File: src/rtl/scan_tap_pkg.sv
package scan_tap_pkg;

  localparam int IR_W = 3;

  typedef enum logic [3:0] {
    S_TLR, S_RTI,
    S_SEL_DR, S_CAP_DR, S_SHF_DR, S_EX1_DR, S_PAU_DR, S_EX2_DR, S_UPD_DR,
    S_SEL_IR, S_CAP_IR, S_SHF_IR, S_EX1_IR, S_PAU_IR, S_EX2_IR, S_UPD_IR
  } tap_state_t;

  typedef enum logic [1:0] {DR_BYP, DR_ID, DR_BSR} dr_sel_t;

  localparam logic [IR_W-1:0] OP_EXTEST  = 3'b000;
  localparam logic [IR_W-1:0] OP_IDCODE  = 3'b001;
  localparam logic [IR_W-1:0] OP_SAMPLEZ = 3'b010;
  localparam logic [IR_W-1:0] OP_SAMPLE  = 3'b100;
  localparam logic [IR_W-1:0] OP_BYPASS  = 3'b111;

  function automatic tap_state_t tap_next(input tap_state_t s, input logic m);
    case (s)
      S_TLR:    return m ? S_TLR    : S_RTI;
      S_RTI:    return m ? S_SEL_DR : S_RTI;
      S_SEL_DR: return m ? S_SEL_IR : S_CAP_DR;
      S_CAP_DR: return m ? S_EX1_DR : S_SHF_DR;
      S_SHF_DR: return m ? S_EX1_DR : S_SHF_DR;
      S_EX1_DR: return m ? S_UPD_DR : S_PAU_DR;
      S_PAU_DR: return m ? S_EX2_DR : S_PAU_DR;
      S_EX2_DR: return m ? S_UPD_DR : S_SHF_DR;
      S_UPD_DR: return m ? S_SEL_DR : S_RTI;
      S_SEL_IR: return m ? S_TLR    : S_CAP_IR;
      S_CAP_IR: return m ? S_EX1_IR : S_SHF_IR;
      S_SHF_IR: return m ? S_EX1_IR : S_SHF_IR;
      S_EX1_IR: return m ? S_UPD_IR : S_PAU_IR;
      S_PAU_IR: return m ? S_EX2_IR : S_PAU_IR;
      S_EX2_IR: return m ? S_UPD_IR : S_SHF_IR;
      S_UPD_IR: return m ? S_SEL_DR : S_RTI;
      default:  return S_TLR;
    endcase
  endfunction

  function automatic dr_sel_t op_select(input logic [IR_W-1:0] op);
    case (op)
      OP_EXTEST, OP_SAMPLEZ, OP_SAMPLE: return DR_BSR;
      OP_IDCODE:                        return DR_ID;
      default:                          return DR_BYP;
    endcase
  endfunction

  function automatic logic op_floats(input logic [IR_W-1:0] op);
    return (op == OP_EXTEST) || (op == OP_SAMPLEZ);
  endfunction

  function automatic logic [31:0] id_word(input logic [3:0] rev, input logic [4:0] depth,
                                          input logic [4:0] width, input logic [10:0] vendor);
    return {rev, depth, width, 6'b000000, vendor, 1'b1};
  endfunction

endpackage

File: src/rtl/tap_fsm.sv
module tap_fsm
  import scan_tap_pkg::*;
(
  input  logic       tck,
  input  logic       por_n,
  input  logic       tms,
  output tap_state_t state
);

  always_ff @(posedge tck or negedge por_n) begin
    if (!por_n) state <= S_TLR;
    else        state <= tap_next(state, tms);
  end

  // run of consecutive high tms samples, saturating at five
  logic [2:0] ones_run;
  always_ff @(posedge tck or negedge por_n) begin
    if (!por_n)                 ones_run <= 3'd0;
    else if (!tms)              ones_run <= 3'd0;
    else if (ones_run != 3'd5)  ones_run <= ones_run + 3'd1;
  end

  a_r1_five_ones_reset: assert property (@(posedge tck) disable iff (!por_n)
    (ones_run == 3'd5) |-> (state == S_TLR));

endmodule

File: src/rtl/tap_ir.sv
module tap_ir
  import scan_tap_pkg::*;
(
  input  logic            tck,
  input  logic            por_n,
  input  tap_state_t      state,
  input  logic            tdi,
  output logic [IR_W-1:0] ir_q,
  output logic            ir_lsb
);

  logic [IR_W-1:0] ir_sh;

  always_ff @(posedge tck or negedge por_n) begin
    if (!por_n) ir_sh <= '0;
    else if (state == S_CAP_IR) ir_sh <= {{(IR_W-2){1'b0}}, 2'b01};
    else if (state == S_SHF_IR) ir_sh <= {tdi, ir_sh[IR_W-1:1]};
  end

  always_ff @(posedge tck or negedge por_n) begin
    if (!por_n)                 ir_q <= OP_IDCODE;
    else if (state == S_TLR)    ir_q <= OP_IDCODE;
    else if (state == S_UPD_IR) ir_q <= ir_sh;
  end

  assign ir_lsb = ir_sh[0];

  a_r2_reset_idcode: assert property (@(posedge tck) disable iff (!por_n)
    (state == S_TLR) |=> (ir_q == OP_IDCODE));

  a_r3_capture_pattern: assert property (@(posedge tck) disable iff (!por_n)
    (state == S_CAP_IR) |=> (ir_sh[1:0] == 2'b01));

  a_r4_update_only: assert property (@(posedge tck) disable iff (!por_n)
    !(state == S_TLR || state == S_UPD_IR) |=> $stable(ir_q));

endmodule

File: src/rtl/tap_dr.sv
module tap_dr
  import scan_tap_pkg::*;
#(
  parameter int         BSR_W  = 8,
  parameter logic [31:0] ID_VAL = 32'h0
) (
  input  logic             tck,
  input  logic             por_n,
  input  tap_state_t       state,
  input  dr_sel_t          sel,
  input  logic             tdi,
  input  logic [BSR_W-1:0] pins_i,
  output logic             dr_lsb
);

  logic             byp_q;
  logic [31:0]      id_q;
  logic [BSR_W-1:0] bsr_q;

  wire cap = (state == S_CAP_DR);
  wire shf = (state == S_SHF_DR);

  always_ff @(posedge tck or negedge por_n) begin
    if (!por_n) begin
      byp_q <= 1'b0;
      id_q  <= '0;
      bsr_q <= '0;
    end else begin
      case (sel)
        DR_BYP: if (cap) byp_q <= 1'b0;
                else if (shf) byp_q <= tdi;
        DR_ID:  if (cap) id_q <= ID_VAL;
                else if (shf) id_q <= {tdi, id_q[31:1]};
        DR_BSR: if (cap) bsr_q <= pins_i;
                else if (shf) bsr_q <= {tdi, bsr_q[BSR_W-1:1]};
        default: ;
      endcase
    end
  end

  always_comb begin
    case (sel)
      DR_ID:   dr_lsb = id_q[0];
      DR_BSR:  dr_lsb = bsr_q[0];
      default: dr_lsb = byp_q;
    endcase
  end

  a_r7_bypass_zero: assert property (@(posedge tck) disable iff (!por_n)
    (cap && sel == DR_BYP) |=> (byp_q == 1'b0));

  a_r8_bsr_capture: assert property (@(posedge tck) disable iff (!por_n)
    (cap && sel == DR_BSR) |=> (bsr_q == $past(pins_i)));

  a_r9_bsr_hold: assert property (@(posedge tck) disable iff (!por_n)
    !(cap || shf) |=> $stable(bsr_q));

endmodule

File: src/rtl/scan_tap.sv
module scan_tap
  import scan_tap_pkg::*;
#(
  parameter int          BSR_W       = 8,
  parameter logic [3:0]  REV_CODE    = 4'h0,
  parameter logic [4:0]  DEPTH_CODE  = 5'b00111,
  parameter logic [4:0]  WIDTH_CODE  = 5'b00011,
  parameter logic [10:0] VENDOR_CODE = 11'b00011100100
) (
  input  logic             tck,
  input  logic             por_n,
  input  logic             tms,
  input  logic             tdi,
  input  logic [BSR_W-1:0] pins_i,
  output logic             tdo,
  output logic             tdo_oe,
  output logic             hiz_req
);

  localparam logic [31:0] ID_VAL = id_word(REV_CODE, DEPTH_CODE, WIDTH_CODE, VENDOR_CODE);

  tap_state_t      state;
  logic [IR_W-1:0] ir_q;
  logic            ir_lsb, dr_lsb;
  dr_sel_t         sel;

  tap_fsm u_fsm (.tck(tck), .por_n(por_n), .tms(tms), .state(state));

  tap_ir u_ir (.tck(tck), .por_n(por_n), .state(state), .tdi(tdi),
               .ir_q(ir_q), .ir_lsb(ir_lsb));

  assign sel     = op_select(ir_q);
  assign hiz_req = op_floats(ir_q);

  tap_dr #(.BSR_W(BSR_W), .ID_VAL(ID_VAL)) u_dr (
    .tck(tck), .por_n(por_n), .state(state), .sel(sel), .tdi(tdi),
    .pins_i(pins_i), .dr_lsb(dr_lsb));

  wire in_shift = (state == S_SHF_IR) || (state == S_SHF_DR);
  wire ser_bit  = (state == S_SHF_IR) ? ir_lsb : dr_lsb;

  always_ff @(negedge tck or negedge por_n) begin
    if (!por_n) begin
      tdo    <= 1'b0;
      tdo_oe <= 1'b0;
    end else begin
      tdo    <= ser_bit;
      tdo_oe <= in_shift;
    end
  end

  a_r10_oe_only_shift: assert property (@(posedge tck) disable iff (!por_n)
    tdo_oe |-> (state == S_SHF_IR || state == S_SHF_DR));

endmodule

File: config.mk
export PLATFORM = sky130hd
export DESIGN_NAME = scan_tap
export DESIGN_NICKNAME = d
export VERILOG_FILES = /design/src/rtl/scan_tap_pkg.sv /design/src/rtl/tap_fsm.sv /design/src/rtl/tap_ir.sv /design/src/rtl/tap_dr.sv /design/src/rtl/scan_tap.sv
export SDC_FILE = /design/constraint.sdc
export NUM_CORES = 1
export LEC_CHECK = 0
export ABC_AREA = 0
export BUFFER_PORTS_ARGS = -buffer_cell sky130_fd_sc_hd__buf_2
export CORE_ASPECT_RATIO = 0.9
export CORE_MARGIN = 10
export CORE_UTILIZATION = 35
export CTS_CLUSTER_DIAMETER = 30
export CTS_CLUSTER_SIZE = 25
export DETAILED_ROUTE_END_ITERATION = 8
export GPL_TIMING_DRIVEN = 0
export PLACE_DENSITY = 0.56
export SLEW_MARGIN = 20
export SYNTH_ARGS = -nofsm -noshare
export SYNTH_HDL_FRONTEND = slang
export SYNTH_SLANG_ARGS = --single-unit
File: constraint.sdc
create_clock -name tck -period 1.6 [get_ports tck]
set_input_delay 0.16 -clock tck [delete_from_list [all_inputs] [get_ports tck]]
set_output_delay 0.16 -clock tck [all_outputs]
set_load 0.03 [all_outputs]
==> reports/qor.csv <==
stage;metric;value;unit
floorplan;dieArea;0.0109;mm2
grt;grt-ovfl-total;0;
floorplan;die-height;100;um
route;vias_per_cell;4.96;
worst_setup_path;critical_path_class;reg -> reg;
run;maxCapViolations;0;
layout;layout-drive-gt1-share;0.348;
route;ant_nets;0;
synth;synth_top_area_frac;0.502;
synth;synth.net_count;286;
placed_design;place_congestion;0.750;
power;internal-power;3.86;mW
timing;worst_pin_slew;0.679;ns
worst_setup_path;end_kind;flop;
worst_setup_path;arrival;1.87;ns
placed_design;port_buffers;14;
synth;ys_types;40;
route;first_pass_iters;4;
timing;setup_viol;42;
timing;whs;-0.136;ns
timing;maxSlewHeadroom;0.547;
grt;first_global_vias;2116;
worst_setup_path;reg2reg_depth;6;
cts;cts_num_sinks;53;
cts;h-tree-depth;2;
power;combPwrFrac;0.542;
synth;avgSynthCellArea;9.20;um2
synth;synth-seq-cells;53;
layout;finalNetCount;330;
route;wire_per_inst;13.8;um
worst_setup_path;worstPathRequired;0.96;ns
timing;finalHoldViolCount;50;
synth;ys_top_cells_by_count;71 x nand2_1, 50 x dfrtp_1, 45 x o21ai_0, 15 x nor2_1, 10 x a21oi_1;
power;power_frac_seq;0.337;
worst_setup_path;startpoint_type;flop;
power;power;6.47;mW
cts;numCtsBuffers;5;
worst_setup_path;r2r_setup_slack;-0.91;ns
timing;finalWorstSetupSlack;-0.910;ns
run_status;violations;negative hold slack, negative setup slack;
worst_setup_path;r2r-end;tdo;
worst_setup_path;rr_startpoint;u_ir.ir_q[0];
synth;ys_async_sr_fraction;1.00;
floorplan;die-width;109;um
timing;drv_slew;0;
run_status;status;finished with violations;
layout;fillerInstances;659;
synth;synthFlopType;dfrtp_1;
floorplan;core_area;0.00700;mm2
synth;yosys.area.top_type;dfrtp_1;
grt;grt_max_degree;54;
layout;multiInputGateArea;0.00127;mm2
synth;yosysWarnings;0;
grt;antenna_found_initial;0;
power;pwr_density_cell;1970;mW/mm2
cts;clk_pin_slew;0.10;ns
timing;rsz0062_at_grt;yes;
min_path;hold_class;in -> async;
synth;yosys-top-cells-area;dfrtp_1 50%, nand2_1 11%, o21ai_0 9.0%;
timing;fin_skew;0.00989;ns
placed_design;placed_area;0.00277;mm2
layout;register_area;0.00133;mm2
floorplan;ioPinCount;15;
power;ir_worst_vdd;746;uV
layout;final_cells;409;
grt;grt_pass1_wl;10.3;mm
placed_design;dp_hpwl;3.40;mm
grt;groute.usage.overall;0.114;
synth;netlist_area;0.00249;mm2
synth;synth_edf_count;0;
route;vias;2027;
cts;cts-root-buf;clkbuf_8;
timing;setup-tns-final;-17.64;ns
route;wl;5.65;mm
synth;synth.most_common_cell;nand2_1;
route;drc;0;
power;p_leak;1.43;nW
layout;diodes;0;
power;clock_power_share;0.121;
route;drt_iter0_drc;72;
layout;design_area;0.00328;mm2
cts;clock_latency;0.32;ns
worst_setup_path;startpoint;u_ir.ir_q[0];
cts;cts_tree;done;
floorplan;initial_core_util;0.356;
cts;cts_buffer_depth;2;
floorplan;rows;29;
synth;seq_area_frac_synth;0.533;
power;p_switching;2.62;mW
power;switching_share;0.404;
layout;syn2layout_area_growth;31.8;%
placed_design;dp_cells;378;
synth;syn_inst;271;
worst_setup_path;worst-path-max-fanout;2;
[stage by stage]
step / utilization / setup WS (ns)
4_1_cts: 0.468 / -0.985
3_5_place_dp: 0.396 / -1.02
6_report: 0.469 / -0.910
3_3_place_gp: 0.395 / -1.00
5_1_grt: 0.469 / -0.943
2_1_floorplan: - / -0.891
[critical path, cell delays in order, from the launching register on]
cell     delay, ns
dfstp_2       0.55
inv_2         0.04
or3_4         0.34
ha_4          0.17
a22oi_2       0.12
o21ai_2       0.08
mux2_4        0.26
[per-layer routing]
layer / part of all wire / track usage / up-vias
li1: - / - / 1009
met1: 0.49 / 0.148 / 996
met2: 0.48 / 0.184 / 15
met3: 0.025 / 0.0263 / 7
met4: 0.012 / 0.0344 / 0
met5: 0 / 0 / -
[cell usage in the layout (no fill, tap or decap), types with 3 or more instances in the layout]
cell / netlist / layout
nand3_1: 4 / 3
buf_2: 7 / 11
dfrtp_1: 50 / 49
clkbuf_8: 0 / 6
o211ai_4: 0 / 3
nor2_1: 15 / 15
buf_4: 2 / 15
nand2b_1: 4 / 3
o21ai_2: 2 / 15
a21oi_1: 10 / 9
o21ai_0: 45 / 15
mux2_4: 1 / 3
nand2_2: 0 / 16
nand2_1: 71 / 55
inv_1: 5 / 3
o21ai_1: 4 / 21
clkbuf_1: 7 / 6
mux2i_1: 7 / 7
buf_8: 0 / 4
buf_6: 3 / 18
[cell families after synthesis]
kind of cell / after synthesis / share of synthesized area
compound gates: 70 / 0.155
flops: 53 / 0.533
fa+ha+maj: 3 / 0.0151
buf+inv: 24 / 0.0517
mux: 10 / 0.0432
simple gates: 111 / 0.203
[layout make-up]
type / count / share of cell area
inverters: 5 / 0.00648
repair buffers: 35 / 0.0876
clock inverters: 2 / 0.00419
multi-input cells: 196 / 0.386
clock buffers: 6 / 0.0221
flip-flops and latches: 53 / 0.405
plain buffers: 19 / 0.0533
well taps: 93 / 0.0354
[worst max path at each step]
stage / to / slack [ns] / depth (start not counted)
after floorplan: tdo / -0.89 / 6
after global placement: tdo / -1.00 / 6
after detailed placement: tdo / -1.02 / 6
after CTS: tdo / -0.99 / 6
after global routing: tdo / -0.94 / 6
final: tdo / -0.91 / 6
[sequential cells by signal, indices dropped and copies added (netlist names)]
register     count
u_dr.id_q       32
u_fsm.state      4
u_dr.byp_q       1
tdo              1
u_ir.ir_q        3
tdo_oe           1
u_dr.bsr_q       8
u_ir.ir_sh       3
[repair_timing]
action / 4_1_cts / 5_1_grt
gates resized for setup: 97 / 10
gates cloned: 9 / 0
pin swaps: 46 / 3
setup buffers: 15 / 5
hold endpoints to repair: 50 / 50
setup endpoints to repair: 45 / 46
[power groups by stage]
stage               Combinational [mW]  Sequential (mW)  Clock, mW
finish                            3.51             2.18      0.781
global route                      3.92             2.25      0.855
CTS                               3.56             2.18      0.802
detailed placement                2.30             2.20          0
global placement                  2.26             2.18          0
floorplan                         1.80             2.15          0
Power figures use the tool's default switching activity.
